### src/rtl/wo_pkg.sv
package wo_pkg;

  typedef enum logic [1:0] {
    LS_INV   = 2'd0,
    LS_VALID = 2'd1,
    LS_RSVD  = 2'd2,
    LS_DIRTY = 2'd3
  } lineState_e;

  typedef enum logic [1:0] {
    BC_NONE  = 2'd0,
    BC_READ  = 2'd1,
    BC_WTHRU = 2'd2,
    BC_WBACK = 2'd3
  } busCmd_e;

  typedef enum logic [1:0] {
    SC_NONE  = 2'd0,
    SC_READ  = 2'd1,
    SC_WTHRU = 2'd2,
    SC_INVAL = 2'd3
  } snpCmd_e;

  typedef enum logic [1:0] {
    OP_READ  = 2'd0,
    OP_WRITE = 2'd1,
    OP_EVICT = 2'd2,
    OP_RSVD  = 2'd3
  } cpuOp_e;

  // strobes from control to the state array
  typedef struct packed {
    logic       wrEn;
    lineState_e wrState;
  } ctrlStrobe_t;

  // effect of a snooped transaction on one local copy
  function automatic lineState_e snoopNext(lineState_e cur, snpCmd_e cmd);
    lineState_e nxt;
    nxt = cur;
    case (cmd)
      SC_READ:  if (cur == LS_DIRTY || cur == LS_RSVD) nxt = LS_VALID;
      SC_WTHRU,
      SC_INVAL: nxt = LS_INV;
      default:  nxt = cur;
    endcase
    return nxt;
  endfunction

endpackage

### src/rtl/wo_state_array.sv
module wo_state_array
  import wo_pkg::*;
#(
  parameter int NUM_LINES = 8,
  localparam int IDX_W = (NUM_LINES > 1) ? $clog2(NUM_LINES) : 1
) (
  input  logic             clk,
  input  logic             rstN,
  input  logic [IDX_W-1:0] cpuLine,
  input  ctrlStrobe_t      strobe,
  input  logic             snpValid,
  input  logic [1:0]       snpCmd,
  input  logic [IDX_W-1:0] snpLine,
  input  logic             snpTagHit,
  output lineState_e       cpuState,
  output logic             snpSupply,
  output logic             collide
);

  logic [NUM_LINES-1:0][1:0] stateVec;
  logic                      snpEff;
  snpCmd_e                   snpCmdE;
  lineState_e                snpState;

  assign snpEff  = snpValid && snpTagHit;
  assign snpCmdE = snpCmd_e'(snpCmd);

  for (genvar g = 0; g < NUM_LINES; g++) begin : gLine
    lineState_e stQ;
    lineState_e snpNext;
    logic       snpHere;
    logic       cpuHere;

    assign snpHere = snpEff && (snpLine == IDX_W'(g));
    assign cpuHere = strobe.wrEn && (cpuLine == IDX_W'(g));
    assign snpNext = snoopNext(stQ, snpCmdE);

    // a snoop that changes the line wins over a local update
    always_ff @(posedge clk or negedge rstN) begin
      if (!rstN) begin
        stQ <= LS_INV;
      end else if (snpHere && (snpNext != stQ)) begin
        stQ <= snpNext;
      end else if (cpuHere) begin
        stQ <= strobe.wrState;
      end
    end

    assign stateVec[g] = stQ;
  end

  assign cpuState  = lineState_e'(stateVec[cpuLine]);
  assign snpState  = lineState_e'(stateVec[snpLine]);
  assign snpSupply = snpEff && (snpCmdE != SC_NONE) && (snpState == LS_DIRTY);
  assign collide   = snpEff && (snpLine == cpuLine) &&
                     (snoopNext(cpuState, snpCmdE) != cpuState);

endmodule

### src/rtl/wo_ctrl.sv
module wo_ctrl
  import wo_pkg::*;
(
  input  logic        clk,
  input  logic        rstN,
  input  logic        cpuReq,
  input  logic [1:0]  cpuOp,
  input  logic        tagHit,
  input  lineState_e  cpuState,
  input  logic        collide,
  input  logic        busAck,
  output logic        busReq,
  output logic [1:0]  busCmd,
  output logic        cpuDone,
  output ctrlStrobe_t strobe
);

  typedef enum logic [2:0] {
    ST_IDLE, ST_RD, ST_WT, ST_WB, ST_DONE
  } ctrlState_e;

  ctrlState_e fsmQ, fsmD;
  cpuOp_e     op;
  logic       hit;

  assign op  = cpuOp_e'(cpuOp);
  assign hit = tagHit && (cpuState != LS_INV);

  always_comb begin
    fsmD   = fsmQ;
    strobe = '0;
    case (fsmQ)
      ST_IDLE: begin
        if (cpuReq && !collide) begin
          case (op)
            OP_WRITE: begin
              if (!hit)                       fsmD = ST_RD;
              else if (cpuState == LS_VALID)  fsmD = ST_WT;
              else begin
                strobe = '{wrEn: 1'b1, wrState: LS_DIRTY};
                fsmD   = ST_DONE;
              end
            end
            OP_EVICT: begin
              if (hit && cpuState == LS_DIRTY) fsmD = ST_WB;
              else begin
                strobe = '{wrEn: hit, wrState: LS_INV};
                fsmD   = ST_DONE;
              end
            end
            default: fsmD = hit ? ST_DONE : ST_RD;
          endcase
        end
      end
      ST_RD: begin
        if (collide) fsmD = ST_IDLE;
        else if (busAck) begin
          strobe = '{wrEn: 1'b1, wrState: LS_VALID};
          fsmD   = (op == OP_WRITE) ? ST_WT : ST_DONE;
        end
      end
      ST_WT: begin
        if (collide) fsmD = ST_IDLE;
        else if (busAck) begin
          strobe = '{wrEn: 1'b1, wrState: LS_RSVD};
          fsmD   = ST_DONE;
        end
      end
      ST_WB: begin
        if (collide) fsmD = ST_IDLE;
        else if (busAck) begin
          strobe = '{wrEn: 1'b1, wrState: LS_INV};
          fsmD   = ST_DONE;
        end
      end
      default: fsmD = ST_IDLE;
    endcase
  end

  always_ff @(posedge clk or negedge rstN) begin
    if (!rstN) fsmQ <= ST_IDLE;
    else       fsmQ <= fsmD;
  end

  always_comb begin
    case (fsmQ)
      ST_RD:   busCmd = BC_READ;
      ST_WT:   busCmd = BC_WTHRU;
      ST_WB:   busCmd = BC_WBACK;
      default: busCmd = BC_NONE;
    endcase
  end

  assign busReq  = (fsmQ == ST_RD) || (fsmQ == ST_WT) || (fsmQ == ST_WB);
  assign cpuDone = (fsmQ == ST_DONE);

endmodule

### src/rtl/wo_line_ctrl.sv
module wo_line_ctrl
  import wo_pkg::*;
#(
  parameter int NUM_LINES = 8,
  localparam int IDX_W = (NUM_LINES > 1) ? $clog2(NUM_LINES) : 1
) (
  input  logic             clk,
  input  logic             rstN,
  input  logic             cpuReq,
  input  logic [1:0]       cpuOp,
  input  logic [IDX_W-1:0] cpuLine,
  input  logic             tagHit,
  output logic             cpuDone,
  output logic [1:0]       lookupState,
  output logic             busReq,
  output logic [1:0]       busCmd,
  output logic [IDX_W-1:0] busLine,
  input  logic             busAck,
  input  logic             snpValid,
  input  logic [1:0]       snpCmd,
  input  logic [IDX_W-1:0] snpLine,
  input  logic             snpTagHit,
  output logic             snpSupply
);

  ctrlStrobe_t strobe;
  lineState_e  cpuState;
  logic        collide;

  wo_ctrl u_ctrl (
    .clk      (clk),
    .rstN     (rstN),
    .cpuReq   (cpuReq),
    .cpuOp    (cpuOp),
    .tagHit   (tagHit),
    .cpuState (cpuState),
    .collide  (collide),
    .busAck   (busAck),
    .busReq   (busReq),
    .busCmd   (busCmd),
    .cpuDone  (cpuDone),
    .strobe   (strobe)
  );

  wo_state_array #(.NUM_LINES(NUM_LINES)) u_array (
    .clk       (clk),
    .rstN      (rstN),
    .cpuLine   (cpuLine),
    .strobe    (strobe),
    .snpValid  (snpValid),
    .snpCmd    (snpCmd),
    .snpLine   (snpLine),
    .snpTagHit (snpTagHit),
    .cpuState  (cpuState),
    .snpSupply (snpSupply),
    .collide   (collide)
  );

  assign lookupState = cpuState;
  assign busLine     = cpuLine;

endmodule

### config.mk
export PLATFORM = sky130hd
export DESIGN_NAME = wo_line_ctrl
export DESIGN_NICKNAME = d
export VERILOG_FILES = /design/src/rtl/wo_pkg.sv /design/src/rtl/wo_state_array.sv /design/src/rtl/wo_ctrl.sv /design/src/rtl/wo_line_ctrl.sv
export SDC_FILE = /design/constraint.sdc
export NUM_CORES = 1
export LEC_CHECK = 0
export BUFFER_PORTS_ARGS = -buffer_cell sky130_fd_sc_hd__buf_2
export CORE_MARGIN = 8
export CORE_UTILIZATION = 50
export CTS_CLUSTER_DIAMETER = 120
export DETAILED_ROUTE_END_ITERATION = 7
export GPL_TIMING_DRIVEN = 0
export PLACE_DENSITY = 0.71
export SLEW_MARGIN = 20
export SYNTH_ARGS = -nofsm -noshare
export SYNTH_HDL_FRONTEND = slang
export SYNTH_SLANG_ARGS = --single-unit
### constraint.sdc
create_clock -name clk -period 3.2 [get_ports clk]
set_input_delay 0.64 -clock clk [delete_from_list [all_inputs] [get_ports clk]]
set_output_delay 0.64 -clock clk [all_outputs]
set_load 0.005 [all_outputs]
; Word level (Yosys, flattened, before mapping)
; Cells that the tools add are included.
[word_totals]
output_inout_bits = 10
in_bits = 17
wordCells = 190
register_bits = 19
[op_classes]
order_cmp = 2
n_reduce_logical = 60
eq_ne = 56
muxes = 63
[ops]
columns = op, count
row1 = 3-bit 2-to-1 mux, 20
row2 = 2-bit 2-to-1 mux, 27
row3 = "2-bit == test, second input constant", 22
row4 = 2-bit case mux with 2 select lines, 9
row5 = 1-bit logical AND, 32
row6 = "3-bit == test, second input constant", 9
row7 = 2-bit nonzero test, 10
row8 = "3-bit by 2-bit == test with 1-bit output, second input constant", 6
row9 = 2-bit inequality test, 9
row10 = 2-bit binary-select mux with 3-bit select, 2
row11 = 3-bit case mux with 2 select lines, 2
row12 = 3-bit case mux with 4 select lines, 1
row13 = 1-bit logical OR, 11
row14 = "3-bit by 1-bit == test with 1-bit output, second input constant", 3
row15 = 3-bit zero test, 3
row16 = 3-bit case mux with 3 select lines, 1
row17 = "3-bit by 4-bit < comparator with 1-bit output, second input constant", 2
row18 = "2-bit by 1-bit == test with 1-bit output, second input constant", 3
row19 = 2-bit case mux with 3 select lines, 1
row20 = 2-bit OR reduction, 2
row21 = 3-bit == test, 1
row22 = "3-bit by 1-bit inequality test with 1-bit output, second input constant", 1
row23 = "3-bit by 2-bit inequality test with 1-bit output, second input constant", 1
row24 = 3-bit AND reduction, 1
row25 = 2 further kinds, 2

; Longest topological paths before layout
[logic_depth]
depth_word = 15
depth_mapped = 10
mapped_depth_nobuf = 8

; Hierarchy
; A second synthesis with hierarchy kept.
[hier_totals]
cells_unflattened = 197
area_unflattened_um2 = 1801.7
[modules_own_cells]
columns = mod, area_per_inst_um2, cells_per_inst, n_inst, seq_area_each_um2
row1 = wo_state_array, 1350.0, 137, 1, 400.4
row2 = wo_ctrl, 429.2, 57, 1, 75.1
row3 = wo_line_ctrl, 22.5, 3, 1, 0.0

; Worst setup path after synthesis
; Ideal clock, no wire load.
[synth_timing]
kind = input to register
from = in cpuLine[1]
to = reg u_ctrl.fsmQ[0]
path_stages = 8
required_time_ns = 3.075
n_path_buf = 1
arrival_time_ns = 2.402
slack_ns = 0.673
setup_ns = 0.125
path_cell_list = clkbuf_1 nand2b_1 a2111oi_0 a2111o_1 o22ai_4 o21ai_0 o41ai_1 mux2_2
[synth_via]
elab_chain_cells = 12
elab_cells_between_ends = 28
classes_between = eq/ne (7) / mux (12) / reduce/logical (9)
[synth_lines]
columns = item, line
row1 = start: declaration, wo_line_ctrl.sv:11  ; input logic [IDX_W-1:0] cpuLine,
row2 = 2-bit binary-select mux with 3-bit select, wo_state_array.sv:52  ; assign cpuState = lineState_e'(stateVec[cpuLine]);
row3 = 2-bit 2-to-1 mux (implied by the code), wo_state_array.sv:52
row4 = "2-bit == test, on equally long branches", "wo_pkg.sv:42, wo_ctrl.sv:45"
row5 = 1-bit logical OR, wo_pkg.sv:42  ; SC_READ: if (cur == LS_DIRTY || cur == LS_RSVD) nxt = LS_VALID;
row6 = 2-bit 2-to-1 mux, wo_pkg.sv:42
row7 = 2-bit case mux with 2 select lines, wo_pkg.sv:41  ; case (cmd)
row8 = 2-bit inequality test, wo_state_array.sv:56  ; (snoopNext(cpuState, snpCmdE) != cpuState);
row9 = 1-bit logical AND, wo_state_array.sv:55  ; assign collide = snpEff && (snpLine == cpuLine) &&
row10 = 1-bit zero test, wo_ctrl.sv:34  ; if (cpuReq && !collide) begin
row11 = 1-bit logical AND, wo_ctrl.sv:34
row12 = 2-bit by 1-bit inequality test with 1-bit output (no source line), n/a
row13 = 3-bit AND reduction (no source line), n/a
row14 = end signal: assignment, wo_ctrl.sv:82  ; else fsmQ <= fsmD;
row15 = end: declaration, wo_ctrl.sv:22  ; ctrlState_e fsmQ, fsmD;
; Parallel ways exist; a longest one is shown, timed or not. The select of a mux whose other input is x is not followed.
; A chain may end at the register's enable or synchronous reset.

; Worst setup path after layout
[layout_timing]
from = in cpuLine[0]
to = out lookupState[1]
[layout_via]
elab_chain_cells = 2
[layout_lines]
columns = item, line
row1 = 2-bit binary-select mux with 3-bit select, wo_state_array.sv:52
row2 = 2-bit 2-to-1 mux (implied by the code), wo_state_array.sv:52
row3 = end: declaration, wo_line_ctrl.sv:14  ; output logic [1:0] lookupState,
; No other way between the ends. The select of a mux whose other input is x is not followed.

==> metrics.cfg <==
[logic_synthesis]
synth_area_leaders = dfrtp_1 26%, a21oi_1 4.9%, nand2_1 3.5%, a21bo_2 3.3%, nand3_1 3.3%
synth_nets = 244
synth_area_per_cell_um2 = 8.09
syn_area_um2 = 1820
ys.flop_type = dfrtp_1
synth_edf_count = 0
postSynthCellCount = 225
synth_top_area_share_pct = 26.1
ys_seq_area_share_pct = 26.1
synth_seq_cells = 19
synth_area_leader_cell = dfrtp_1
yosysWarnings = 0
synthArstFlopShare_pct = 100
ys_types = 57

[floorplan]
io_pins = 27
rows = 22
die_h_um = 76.3
initial_utilization_pct = 50.9
die_width_um = 76.3
core_um2 = 3580
dieArea_um2 = 5830

[worst_setup_path]
startpoint_type = input port
cp_top_family = buffers and inverters
reg2regPathDepth = 7
r2r_setup_slack_ns = 0.65
crit_buf_inv = 3
crit_fanout = 8
r2r_end = u_array.gLine[5].stQ[1]
crit_path_start = cpuLine[0]
cp.arrival_ns = 2.14
end_kind = output port
critPathKind = in -> out
timing.rr.start = u_array.gLine[5].stQ[0]
crit_slowest_cell = mux4_1
path_cells = buf_2, mux4_1, a2bb2oi_1, nand2_2, clkinv_1, buf_2
critPathMaxStageDelay_ns = 0.57
cp.required_ns = 2.56
path_common_cell = buf_2
cp.depth = 6
cp-endpoint = lookupState[1]

[timing]
slew_headroom_pct = 41.8
finalHoldViolCount = 0
fin_crit_ns = 2.78
tightest_slew_ns = 0.873
grt_setup_unrepaired = false
max_freq_ghz = 0.360
setup_viol = 0
fin_setup_tns_ns = 0
clock_skew_ns = 0.00366
period_share_pct = 86.8
finalMaxSlewViolations = 0

[power]
intPower_w = 0.000622
finalPower_w = 0.00109
power.share.clock_pct = 11.6
pwr-share-comb_pct = 50.5
p_switching_w = 0.000473
p_seq_share_pct = 37.9
peakVddDrop_mv = 0.211
swShare_pct = 43.2
power-per-cell-area_nw_per_um2 = 543
power.leakage_nw = 0.858

[status]
run_status = completed

[layout]
regArea_um2 = 475
antenna_cells = 0
fin_nets = 271
area_delta_synth_final_pct = 10.8
drive_gt1_share_pct = 21.9
fillers = 341
multi_input_area_um2 = 1180

[placement]
portBuffers = 22
hpwlAfterDp_mm = 3.79
globalplace.congestion = 0.959

[drt]
via_count = 1863
post-route-drc-count = 0
ant_nets = 0
dr.pass1.iters = 4
vias_per_cell = 6.23
avgRoutedWirePerCell_um = 17.0
drt_iter0_drc = 168
drt_wl_total_mm = 5.07

[grt]
grt_max_degree = 20
grt_pass1_wl_mm = 8.69
grt_overflow = 0
grt_use_total_pct = 17.6
grt_pass1_vias = 1758
antenna_found_initial = 0

[clock_tree]
hold_buffers = 0
root_buffer = clkbuf_4
clk_pin_slew_ns = 0.12
post_cts_buffers = 0
clockBufferDepth = 2
clock_sinks = 19
clk_latency_ns = 0.30
cts.htree.levels = 1
cts_tree = done
cts_buffers = 3
cts_resized = 0

[worst_hold_path]
hp-class = in -> async

[run]
drv_cap = 0

==> cells in the mapped netlist, drive strengths merged (4+ instances only) <==
cell and count:
o221ai 4, nand2b 4, or3 4, dfrtp 19
mux2 5, nor3 6, inv 16, buf 8
a21bo 6, nor2b 4, a31o 6, or2 4
o211ai 4, nand4 6, nand2 18, nor2 13
nand3 12, nor4 5, o21ai 4, a22oi 5
a21oi 19, clkbuf 9, and2 4
==> stage by stage <==
stage	hold slack (ns)	area [um2]	std cells	setup WS (ns)	utilization [%]
after detailed placement	0.622	1990	295	0.210	55.6
after floorplan	0.344	1820	225	0.673	-
final	0.270	2020	299	0.424	56.4
after CTS	0.279	2020	299	0.433	56.4
after global placement	0.617	1990	295	0.221	55.6
after global routing	0.283	2020	299	0.318	56.4
==> placed cells by master, fill, tap and decap left out, drive strengths merged, types with 4 or more instances in the layout <==
master  synthesis  layout
nand4           6       6
nand2          18      18
or3             4       4
a31o            6       6
nor3            6       6
nor4            5       5
nor2           13      13
o211ai          4       4
o21ai           4       4
a22oi           5       5
and2            4       4
inv            16      16
a21bo           6       6
dfrtp          19      19
nand3          12      12
buf             8      30
o221ai          4       4
a21oi          19      19
clkbuf          9      13
nand2b          4       4
or2             4       4
nor2b           4       4
mux2            5       5
==> worst reg2reg max path: cells and delay by family (launching register included) <==
kind | cells | cell delay [ns]
AND/OR/NAND/NOR | 2 | 0.77
multiplexers | 1 | 0.29
AO/OA/AOI/OAI | 4 | 1.00
flip-flops | 1 | 0.43
==> power groups by stage <==
stage	registers (W)	clock network [W]	logic, W
floorplan	0.000387	0	0.000421
global placement	0.000413	0	0.000547
detailed placement	0.000414	0	0.000550
CTS	0.000410	0.000136	0.000551
global route	0.000426	0.000150	0.000614
finish	0.000415	0.000127	0.000553
==> area by class of cell <==
cell class              count  area share, %
inverters                  17           3.16
plain buffers              17           4.96
multi-input cells         172           58.6
clock buffers               4           1.30
flip-flops and latches     19           23.6
repair buffers             22           5.46
well taps                  48           2.98
==> registers in the layout, summed over array words and instances (netlist names) <==
register,flops
u_array.gLine.stQ,16
u_ctrl.fsmQ,3
==> routing by layer <==
layer  vias to the layer above  share of wire, %  track usage [%]
met3                         4                10             4.72
met5                         -                 0                0
met1                       876                45             24.2
met2                        86                44             26.0
met4                         0              0.57             4.81
li1                        897                 -                -
==> logic make-up (layout without fill, tap and decap cells) <==
group           Yosys count  after routing  synth area share [%]
buf+inv                  34             60                  9.00
compound gates           72             72                  30.4
xor+xnor                  3              3                  1.44
simple gates             87             87                  26.0
fa+ha+maj                 2              2                  1.37
flops                    19             19                  26.1
mux                       8              8                  5.64
==> how the worst min path moves through the flow <==
stage,endpoint
2_1_floorplan,u_array.gLine[0].stQ[0]
3_3_place_gp,u_array.gLine[0].stQ[0]
3_5_place_dp,u_array.gLine[1].stQ[1]
4_1_cts,u_array.gLine[1].stQ[1]
5_1_grt,u_array.gLine[0].stQ[0]
6_report,u_array.gLine[1].stQ[1]
(Power assumes the default switching activity.)
